===== src/rtl/sup_route_pkg.sv =====
package sup_route_pkg;
  localparam int unsigned NUM_CH  = 6;
  localparam int unsigned NUM_GPI = 2;
  localparam int unsigned NUM_OUT = 3;
  localparam int unsigned DLY_W   = 3;

  typedef enum logic [1:0] {
    GPI_AUX    = 2'd0,
    GPI_MARGIN = 2'd1,
    GPI_UVDIS  = 2'd2,
    GPI_MRST   = 2'd3
  } gpi_mode_e;
endpackage


===== src/rtl/sup_cond_mask.sv =====
module sup_cond_mask
  import sup_route_pkg::*;
#(
  parameter int unsigned N_CH   = NUM_CH,
  parameter int unsigned N_GPI  = NUM_GPI,
  localparam int unsigned N_COND = 2*N_CH + 2*N_GPI
) (
  input  logic [N_CH-1:0]    ov_i,
  input  logic [N_CH-1:0]    uv_i,
  input  logic [N_GPI-1:0]   gpi_i,
  input  logic [2*N_GPI-1:0] gpi_mode_i,
  input  logic [N_GPI-1:0]   gpi_pol_i,
  output logic [N_COND-1:0]  cond_o
);
  logic [N_GPI-1:0] aux_c, mr_c, marg_c, uvd_c;
  logic             marg_act, uvd_act;

  for (genvar k = 0; k < N_GPI; k++) begin : g_gpi
    gpi_mode_e md;
    assign md        = gpi_mode_e'(gpi_mode_i[2*k +: 2]);
    assign aux_c[k]  = (md == GPI_AUX) && (gpi_i[k] ^ gpi_pol_i[k]);
    assign mr_c[k]   = (md == GPI_MRST) && !gpi_i[k];
    assign marg_c[k] = (md == GPI_MARGIN) && !gpi_i[k];
    assign uvd_c[k]  = (md == GPI_UVDIS) && !gpi_i[k];
  end

  assign marg_act = |marg_c;
  assign uvd_act  = |uvd_c;

  // margin masks OV and UV, UV-disable masks UV only
  assign cond_o = {mr_c, aux_c,
                   uv_i & {N_CH{!(marg_act || uvd_act)}},
                   ov_i & {N_CH{!marg_act}}};
endmodule


===== src/rtl/sup_assert_dly.sv =====
module sup_assert_dly #(
  parameter int unsigned BASE_TICKS = 4,
  parameter int unsigned DLY_W      = 3,
  localparam int unsigned MAX_CNT   = BASE_TICKS << ((1 << DLY_W) - 2),
  localparam int unsigned CNT_W     = $clog2(MAX_CNT + 1)
) (
  input  logic             clk_i,
  input  logic             rst_ni,
  input  logic             tick_i,
  input  logic             req_i,
  input  logic [DLY_W-1:0] sel_i,
  output logic             asrt_o
);
  logic [CNT_W-1:0] cnt_q, target;

  always_comb begin
    if (sel_i == '0) target = '0;
    else             target = CNT_W'(BASE_TICKS) << (sel_i - DLY_W'(1));
  end

  always_ff @(posedge clk_i or negedge rst_ni) begin
    if (!rst_ni) begin
      cnt_q  <= '0;
      asrt_o <= 1'b0;
    end else if (!req_i) begin
      cnt_q  <= '0;
      asrt_o <= 1'b0;
    end else if (cnt_q == target) begin
      asrt_o <= 1'b1;
    end else if (tick_i) begin
      cnt_q <= cnt_q + CNT_W'(1);
    end
  end
endmodule


===== src/rtl/sup_pin_drv.sv =====
module sup_pin_drv (
  input  logic asrt_i,
  input  logic pol_i,
  input  logic mode_i,
  output logic pin_o,
  output logic oe_o
);
  logic level;
  assign level = asrt_i ? pol_i : !pol_i;
  assign pin_o = mode_i ? level : 1'b0;
  assign oe_o  = mode_i ? 1'b1 : !level;
endmodule


===== src/rtl/sup_fault_router.sv =====
module sup_fault_router
  import sup_route_pkg::*;
#(
  parameter int unsigned N_CH       = NUM_CH,
  parameter int unsigned N_GPI      = NUM_GPI,
  parameter int unsigned N_OUT      = NUM_OUT,
  parameter int unsigned D_W        = DLY_W,
  parameter int unsigned BASE_TICKS = 4,
  localparam int unsigned N_COND    = 2*N_CH + 2*N_GPI
) (
  input  logic                     clk_i,
  input  logic                     rst_ni,
  input  logic                     tick_i,
  input  logic [N_CH-1:0]          ov_i,
  input  logic [N_CH-1:0]          uv_i,
  input  logic [N_GPI-1:0]         gpi_i,
  input  logic [2*N_GPI-1:0]       gpi_mode_i,
  input  logic [N_GPI-1:0]         gpi_pol_i,
  input  logic [N_OUT*N_COND-1:0]  map_i,
  input  logic [N_OUT*D_W-1:0]     dly_sel_i,
  input  logic [N_OUT-1:0]         out_pol_i,
  input  logic [N_OUT-1:0]         out_mode_i,
  output logic [N_OUT-1:0]         gpio_o,
  output logic [N_OUT-1:0]         gpio_oe_o
);
  logic [N_COND-1:0] cond;
  logic [N_OUT-1:0]  req, asrt;

  sup_cond_mask #(.N_CH(N_CH), .N_GPI(N_GPI)) u_mask (
    .ov_i, .uv_i, .gpi_i, .gpi_mode_i, .gpi_pol_i, .cond_o(cond)
  );

  for (genvar j = 0; j < N_OUT; j++) begin : g_out
    assign req[j] = |(map_i[j*N_COND +: N_COND] & cond);

    sup_assert_dly #(.BASE_TICKS(BASE_TICKS), .DLY_W(D_W)) u_dly (
      .clk_i, .rst_ni, .tick_i,
      .req_i (req[j]),
      .sel_i (dly_sel_i[j*D_W +: D_W]),
      .asrt_o(asrt[j])
    );

    sup_pin_drv u_drv (
      .asrt_i(asrt[j]),
      .pol_i (out_pol_i[j]),
      .mode_i(out_mode_i[j]),
      .pin_o (gpio_o[j]),
      .oe_o  (gpio_oe_o[j])
    );
  end
endmodule


===== config.mk =====
export PLATFORM = sky130hd
export DESIGN_NAME = sup_fault_router
export DESIGN_NICKNAME = d
export VERILOG_FILES = /design/src/rtl/sup_route_pkg.sv /design/src/rtl/sup_cond_mask.sv /design/src/rtl/sup_assert_dly.sv /design/src/rtl/sup_pin_drv.sv /design/src/rtl/sup_fault_router.sv
export SDC_FILE = /design/constraint.sdc
export NUM_CORES = 1
export LEC_CHECK = 0
export BUFFER_PORTS_ARGS = -buffer_cell sky130_fd_sc_hd__buf_2
export CELL_PAD_IN_SITES_DETAIL_PLACEMENT = 1
export CELL_PAD_IN_SITES_GLOBAL_PLACEMENT = 1
export CORE_UTILIZATION = 30
export CTS_BUF_LIST = sky130_fd_sc_hd__clkbuf_8
export CTS_CLUSTER_DIAMETER = 30
export DETAILED_ROUTE_END_ITERATION = 10
export PLACE_DENSITY_LB_ADDON = 0.1
export SLEW_MARGIN = 10
export SYNTH_ARGS = -nofsm -noshare
export SYNTH_HDL_FRONTEND = slang
export SYNTH_HIERARCHICAL = 1
export SYNTH_SLANG_ARGS = --single-unit

===== constraint.sdc =====
create_clock -name clk_i -period 1.9 [get_ports clk_i]
set_clock_uncertainty 0.15 [all_clocks]
set_input_delay 0.285 -clock clk_i [delete_from_list [all_inputs] [get_ports clk_i]]
set_output_delay 0.285 -clock clk_i [all_outputs]
set_load 0.05 [all_outputs]

# Word level (Yosys, flattened, before mapping)
# Cells that the tools add are included.
[word_totals]
ff_bits = 30
inputBits = 86
output_inout_bits = 6
elab_cells = 99
[classes]
n_addsub = 6
n_eq_ne = 18
shifts = 3
n_mux = 27
bitwise_logic = 7
reduce_logical = 32
[op_table]
columns = ["cell", "n"]
rows = [
  ["$mux W9", 12],
  ["$and A16 B16 Y16", 3],
  ["$reduce_or A16 Y1", 3],
  ["$add A9 B1 Y9 const B", 3],
  ["$eq A9 B9 Y1", 3],
  ["$shl A3 B3 Y9 const A", 3],
  ["$ne A2 B2 Y1 const B", 9],
  ["$mux W1", 15],
  ["$and A6 B6 Y6", 2],
  ["$logic_not A1 Y1", 10],
  ["$logic_not A3 Y1", 3],
  ["$sub A3 B1 Y3 const B", 3],
  ["$eq A2 B2 Y1 const B", 4],
  ["$logic_and A1 B1 Y1", 8],
  ["$reduce_and A2 Y1", 3],
  ["$eq A2 B1 Y1 const B", 2],
  ["$logic_not A2 Y1", 2],
  ["$reduce_or A2 Y1", 2],
  ["$xor A1 B1 Y1", 2],
  ["$logic_or A1 B1 Y1", 1],
]

# Logic depth before layout (Yosys ltp)
# Gate-level depths: netlist of run 1.
[depth]
ltp_word = 10
mapped_depth = 8
ltp_nobuf = 7

# Modules after synthesis
# Netlist of run 1, hierarchy kept.
[modules_own_cells]
columns = ["module", "instances", "cells_each", "area_per_inst_um2", "seq_area_each_um2"]
rows = [
  ["sup_assert_dly", 3, 74, 725.7, 250.2],
  ["sup_fault_router", 1, 27, 241.5, 0.0],
  ["sup_cond_mask", 1, 30, 225.2, 0.0],
  ["sup_pin_drv", 3, 3, 21.3, 0.0],
]

# Least setup slack after synthesis of run 1
# Ideal clock, no wire load.
[synth_path]
path_type = "register -> register"
from = "reg g_out[0].u_dly.cnt_q[5]"
to = "reg g_out[0].u_dly.cnt_q[1]"
setup_time_ns = 0.120
t_arrival_ns = 1.769
required_ns = 1.630
slack_ns = -0.139
stages_incl_launch_ff = 8
n_path_buf = 1
period_less_slack_ns = 2.039
path_cell_list = "dfrtp_1 nand2b_4 a311o_1 a211o_2 o31ai_4 buf_6 mux2i_1 nor2b_1"
[synth_between]
elab_chain_len = 3
[synth_rtl]
columns = ["item", "line", "source"]
rows = [
  ["start: declaration", "sup_assert_dly.sv:14", "logic [CNT_W-1:0] cnt_q, target;"],
  ["start signal: assignment", "sup_assert_dly.sv:31", "cnt_q <= cnt_q + CNT_W'(1);"],
  ["$eq A9 B9 Y1", "sup_assert_dly.sv:28", "end else if (cnt_q == target) begin"],
  ["$ne A2 B2 Y1 (no source line)", "-", ""],
  ["$reduce_and A2 Y1 (no source line)", "-", ""],
]
# Every way passes these cells.
# A chain may end at the register's enable or synchronous reset.

# Final worst setup path of run 1
[layout_path]
from = "reg g_out[2].u_dly.cnt_q[6]"
to = "reg g_out[2].u_dly.cnt_q[7]"
[layout_between]
elab_chain_len = 4
elab_cells_between_ends = 7
classes_between = "1 x add/sub; 2 x eq/ne; 3 x mux; 1 x reduce/logical"
[layout_rtl]
columns = ["item", "line", "source"]
rows = [
  ["start: declaration", "sup_assert_dly.sv:14", ""],
  ["start signal: assignment", "sup_assert_dly.sv:31", ""],
  ["$add A9 B1 Y9", "sup_assert_dly.sv:31", ""],
  ["$mux W9", "sup_assert_dly.sv:30", "end else if (tick_i) begin"],
  ["$mux W9", "sup_assert_dly.sv:28", ""],
  ["$mux W9", "sup_assert_dly.sv:25", "end else if (!req_i) begin"],
]
# Several ways; a longest one is shown, not always the timed one. The select of a mux whose other input is x is not followed.

==> qor.yml, run 1 <==
hold_path:
  hp-class: "reg2reg"
setup_path:
  path_delay_family: "simple AND/OR/NAND/NOR gates"
  end_kind: "flip-flop"
  critPathLaunchType: "flip-flop"
  arrival_ns: 2.20
  cp_slowest_cell: "or4_4"
  path_max_fanout: 3
  path_cells: "buf_6, nand2_2, mux2i_1, mux2i_2, o31ai_4, buf_4, or4_4, a21boi_2"
  path_buf_inv: 2
  cp.required_ns: 1.97
  max_stage_delay_ns: 0.51
  worst-setup-path-type: "reg2reg"
timing:
  layout_setup_ws_ns: -0.2329
  fin_crit_sh_pct: 112.3
  whs_ns: 0.3578
  worst_pin_slew_ns: 0.7548
  min_period_ns: 2.133
  setup_viol: 27
  slew-limit-headroom_pct: 49.68
  rsz0062_at_grt: "yes"
  hold_viol: 0
  maxSlewViolCount: 0
  fmax_mhz: 468.8
  fin_tns_setup_ns: -3.790
clock_tree:
  clk_path_buf_depth: 2
  ctsHtreeMaxLevel: 2
  root_buffer: "clkbuf_8"
  cts.sinks: 30
  path_clk_slew_ns: 0.07
  cts_tree: "built"
  cts-buffers-inserted: 5
  clk_latency_ns: 0.29
grt:
  grt_pass1_vias: 3409
  grt-ovfl-total: 0
  track_usage_pct: 20.64
  grt_max_degree: 31
  antenna_found_initial: 0
  grt_pass1_wl_mm: 15.90
die:
  placementRows: 34
  coreArea_um2: 8721
  ios: 92
  chipHeight_um: 97
  initial_core_util_pct: 31.05
  die_area_um2: 9409
  die_x_um: 97
yosys:
  async_flop_share_pct: 100.0
  ys.flop_type: "dfrtp_1"
  synth_top_area_share_pct: 27.73
  synth_edf_count: 0
  synthTopCellsByArea: "dfrtp_1, a221oi_1, a21boi_1, a22o_1, xnor2_1"
  synth_cell_types: 46
  synth_most_common_cell: "dfrtp_1"
  ys_seq_elements: 30
  synth_cells: 288
  synth_nets: 380
  syn-cell-area_um2: 2708
  yosysWarnings: 6
  synthTopCellsByCount: "dfrtp_1, nand2_1, inv_1"
  avgSynthCellArea_um2: 9.401
  yosysSeqAreaShare_pct: 27.73
  yosysTopAreaCell: "dfrtp_1"
pwr:
  vdd_drop_max_mv: 0.3512
  p_total_mw: 3.938
  p_leak_nw: 2.080
  power_density_nw_per_um2: 845.3
drt:
  viasPerCell: 5.260
  drtIter0Drc: 53
  wl_per_cell_um: 16.87
  drtPass1Iterations: 4
  drc: 0
  routed-via-count: 3072
  ant_nets: 0
  routed_wl_mm: 9.851
outcome:
  run_status: "finished, violations left"
  violations: "negative setup slack"
final_layout:
  diodes: 0
  areaGrowthSynthToFinish_pct: 72.04
  final_nets: 567
  fin_util_pct: 53.41
  final_layout_size_suffix_gt1_share_pct: 61.76
  layout.cells.non_filler: 584
placement:
  gp_congestion: 0.7668
  dp_cells: 558
  port_buffers: 91
  post-dp-hpwl_mm: 7.429
job:
  cap_violations: 0
worst register-to-register path, stage by stage, from the launching register on:
cell and delay (ns):
dfrtp_1 0.43, buf_6 0.14, nand2_2 0.04, mux2i_1 0.08
mux2i_2 0.27, o31ai_4 0.13, buf_4 0.17, or4_4 0.51
a21boi_2 0.14
area by class of cell:
| type | count | area [um2] |
|---|---|---|
| clock inverters | 2 | 12.51 |
| multi-input cells | 232 | 2295 |
| clock buffers | 6 | 82.58 |
| well taps | 108 | 135.1 |
| flip-flops and latches | 30 | 754.5 |
| fillers | 997 | 4063 |
| inverters | 20 | 77.57 |
| repair buffers | 186 | 1301 |
cells in the final DEF, fill, tap and decap left out, drive strengths merged, types with 3 or more instances in the layout:
cell type  synthesis  final
or3                9      9
inv               20     20
dfrtp             30     30
and2               9      9
nand2b             6      6
a21boi            15     15
a21oi              3      3
buf                3    185
nor3               5      5
o21a               3      3
nand2             21     21
o221ai             3      3
nand3              9      9
nor4               3      3
nor3b             11     11
or3b               3      3
o41ai              3      3
o311ai             6      6
and2b              9      9
o211ai             3      3
clkbuf             3      6
mux2i              9      9
mux2               3      3
a221oi            18     18
nor2b              6      6
or4                6      6
a22o              12     12
a211o              3      3
a311o              3      3
o22a               3      3
o31ai              9      9
nand4              3      3
ha                 6      6
nor2               3      3
o21ai              9      9
xnor2             11     11
nand3b             3      3
per-layer routing:
| layer | wire, um | GRT usage [%] | vias to the layer above | part of all wire [%] |
|---|---|---|---|---|
| li1 | - | - | 1495 | - |
| met1 | 4236 | 25.33 | 1493 | 43 |
| met2 | 5086 | 37.16 | 72 | 52 |
| met3 | 385 | 3.468 | 12 | 3.9 |
| met4 | 143 | 5.281 | 0 | 1.5 |
| met5 | 0 | 0 | - | 0 |
sequential cells by signal, summed over array words and instances (netlist names):
signal	cells
g_out.u_dly/asrt_o	3
g_out.u_dly/cnt_q	27
kinds of logic (layout without fill, tap and decap cells):
kind of cell / after synthesis / in the layout / synth area share [%]
simple gates: 108 / 108 / 25.18
compound gates: 93 / 93 / 30.13
flops: 30 / 30 / 27.73
buf+inv: 26 / 214 / 4.436
xor+xnor: 13 / 13 / 4.760
mux: 12 / 12 / 4.991
fa+ha+maj: 6 / 6 / 2.773
worst paths after layout:
check                                   startpoint                 endpoint  slack, ns  depth (start not counted)
setup / recovery           g_out[2].u_dly/cnt_q[6]  g_out[2].u_dly/cnt_q[7]      -0.23                          8
setup reg to reg           g_out[2].u_dly/cnt_q[6]  g_out[2].u_dly/cnt_q[7]      -0.23                          8
hold / removal               g_out[2].u_dly/asrt_o    g_out[2].u_dly/asrt_o       0.36                          1
min in group asynchronous                   rst_ni  g_out[0].u_dly/cnt_q[5]       0.47                          2
hold reg to reg              g_out[2].u_dly/asrt_o    g_out[2].u_dly/asrt_o       0.36                          1
max in group asynchronous                   rst_ni  g_out[0].u_dly/cnt_q[4]       0.60                          2
metrics by stage:
step	setup slack (ns)	area (um2)
after floorplan	-0.06875	2715
after global placement	-0.4763	3851
after detailed placement	-0.5198	3851
after CTS	-0.2982	4232
after global routing	-0.3145	4658
final	-0.2329	4658
power breakdown:
part | switching (mW) | total [mW] | internal, mW
sequential | 0.154 | 0.978 | 0.824
clock | 0.265 | 0.556 | 0.291
combinational | 1.21 | 2.40 | 1.20
timing repair:
item	in CTS	in global routing
pin swaps	36	37
hold endpoints to repair	30	0
gates resized for setup	48	72
endpoints found under the setup margin	30	30
buffers inserted	5	13
hold buffers	1	0
No activity file was read; power rests on OpenSTA's default activity.
==> run 2: changes to the inputs <==
--- a/config.mk
+++ b/config.mk
@@ -8,7 +8,7 @@
 export BUFFER_PORTS_ARGS = -buffer_cell sky130_fd_sc_hd__buf_2
 export CELL_PAD_IN_SITES_DETAIL_PLACEMENT = 1
 export CELL_PAD_IN_SITES_GLOBAL_PLACEMENT = 1
-export CORE_UTILIZATION = 30
+export CORE_UTILIZATION = 35
 export CTS_BUF_LIST = sky130_fd_sc_hd__clkbuf_8
 export CTS_CLUSTER_DIAMETER = 30
 export DETAILED_ROUTE_END_ITERATION = 10
==> run 2 against run 1 <==
Effect of this change: the run still ends with negative setup slack left; critical path depth down 1; global-route usage rose by 3.2 points; worst hold slack better by 0.012 ns; clock power is 11% higher; sequential power grew 2%; flip-flop and latch count stayed put; fmax is 0.23% lower; non-clock buffer count shrank 10; worst setup slack got worse by 0.0048 ns; design area down 3.3%.
==> qor.yml, run 2 (same netlist as run 1, synthesis figures left out) <==
clock_tree:
  path_clk_slew_ns: 0.07
  clk_path_buf_depth: 2
  clk_latency_ns: 0.29
  root_buffer: "clkbuf_8"
  cts_tree: "built"
  ctsHtreeMaxLevel: 2
  cts.sinks: 30
  cts-buffers-inserted: 5
final_layout:
  top_regs: "g_out.u_dly/cnt_q: 27 flops, g_out.u_dly/asrt_o: 3 flops"
  areaGrowthSynthToFinish_pct: 66.31
  diodes: 0
  final_nets: 557
  final_cell_mix: "buf_2, buf_4, dfrtp_1"
  largest_reg_flops: 27
  final_common_cell: "buf_2"
  final_layout_size_suffix_gt1_share_pct: 58.37
  top_register: "g_out.u_dly/cnt_q"
setup_path:
  max_stage_delay_ns: 0.51
  startpoint: "g_out[2].u_dly/cnt_q[7]"
  r2r-start: "g_out[2].u_dly/cnt_q[7]"
  cp_slowest_cell: "or4_4"
  arrival_ns: 2.21
  path_max_fanout: 4
  path_cells: "and2b_2, o211ai_1, a211o_2, o31ai_4, buf_4, or4_4, a21boi_2"
  end_kind: "flip-flop"
  critPathLaunchType: "flip-flop"
  worst-setup-path-type: "reg2reg"
  cp.required_ns: 1.97
timing:
  worst_pin_slew_ns: 0.5614
  fin_tns_setup_ns: -4.222
  fmax_mhz: 467.8
  hold_viol: 0
  slew-limit-headroom_pct: 62.28
  min_period_ns: 2.138
  rsz0062_at_grt: "yes"
  maxSlewViolCount: 0
  fin_crit_sh_pct: 112.5
  whs_ns: 0.3699
  layout_setup_ws_ns: -0.2378
  setup_viol: 28
die:
  placementRows: 31
  coreArea_um2: 7370
  die_area_um2: 8092
  initial_core_util_pct: 36.74
  die_x_um: 89.96
  ios: 92
  chipHeight_um: 89.96
placement:
  port_buffers: 91
  gp_congestion: 0.8007
  post-dp-hpwl_mm: 7.216
hold_path:
  hp-class: "reg2reg"
  min_from: "g_out[2].u_dly/asrt_o"
job:
  cap_violations: 0
pwr:
  p_leak_nw: 2.022
  power_density_nw_per_um2: 879.5
  vdd_drop_max_mv: 0.3995
drt:
  routed_wl_mm: 10.02
  wl_per_cell_um: 17.74
  ant_nets: 0
  drc: 0
  routed-via-count: 3098
  viasPerCell: 5.483
  drtPass1Iterations: 4
  drtIter0Drc: 46
grt:
  grt_max_degree: 31
  antenna_found_initial: 0
  grt_pass1_wl_mm: 15.68
  grt_pass1_vias: 3439
  grt-ovfl-total: 0
  track_usage_pct: 23.86
outcome:
  violations: "negative setup slack"
  run_status: "finished, violations left"
==> run 2: cell types whose count changed in the layout (fill, tap and decap cells not counted), moves of 3 or more <==
| cell | before | now |
|---|---|---|
| dfrtp_2 | 3 | 0 |
| buf_6 | 24 | 15 |
| a221oi_4 | 3 | 0 |
| a221oi_1 | 1 | 5 |
| dfrtp_1 | 27 | 30 |
==> run 2: worst max-delay path, delay by kind of cell (launching register included) <==
family | cells | cell delay [ns]
buffers and inverters | 1 | 0.17
AOI/OAI and AO/OA | 4 | 0.62
and+or+nand+nor | 2 | 0.74
DFF | 1 | 0.39
==> run 2: final timing paths <==
kind                                            to  slack [ns]  depth (start not counted)
max                        g_out[2].u_dly/cnt_q[8]       -0.24                          7
min                          g_out[2].u_dly/asrt_o        0.37                          1
min reg2reg                  g_out[2].u_dly/asrt_o        0.37                          1
max in group asynchronous  g_out[0].u_dly/cnt_q[8]        0.87                          3
min in group asynchronous  g_out[1].u_dly/cnt_q[8]        0.41                          3
max reg2reg                g_out[2].u_dly/cnt_q[8]       -0.24                          7
==> run 2: cell type report <==
| cell class | count | area [um2] |
|---|---|---|
| Sequential cell | 30 | 750.7 |
| Multi-Input combinational cell | 232 | 2246 |
| Fill cell | 869 | 2867 |
| Inverter | 20 | 75.07 |
| Tap cell | 99 | 123.9 |
| Timing Repair Buffer | 176 | 1197 |
| Clock buffer | 8 | 110.1 |
==> run 2: stage by stage <==
stage	utilization, %	area [um2]	total power, mW	setup slack, ns	instances
after CTS	56.45	4160	3.788	-0.2181	560
after floorplan	-	2715	2.091	-0.06875	288
after global placement	51.39	3787	2.838	-0.4000	542
after global routing	61.10	4503	4.226	-0.3195	565
after detailed placement	51.39	3787	2.910	-0.4159	542
final	61.10	4503	3.960	-0.2378	565
==> run 2: repair_timing <==
item                                    CTS  global route
pin swaps                                22            38
hold endpoints to repair                 30             0
gates resized for setup                  34            66
endpoints found under the setup margin   29            30
buffers inserted                          9             7
hold buffers                              1             0
==> run 2: power by group <==
part | switching [mW] | internal [mW]
logic | 1.19 | 1.16
clock network | 0.253 | 0.366
registers | 0.170 | 0.823
==> run 2: per-layer routing <==
metal  part of all wire [%]  wire length, um  vias to the layer above  GRT usage, %
met5                      0                0                        -             0
met4                    2.8              278                        0         6.989
met3                    4.3              430                       26         3.892
met2                     52             5233                       95         45.58
met1                     41             4082                     1505         27.02
li1                       -                -                     1472             -
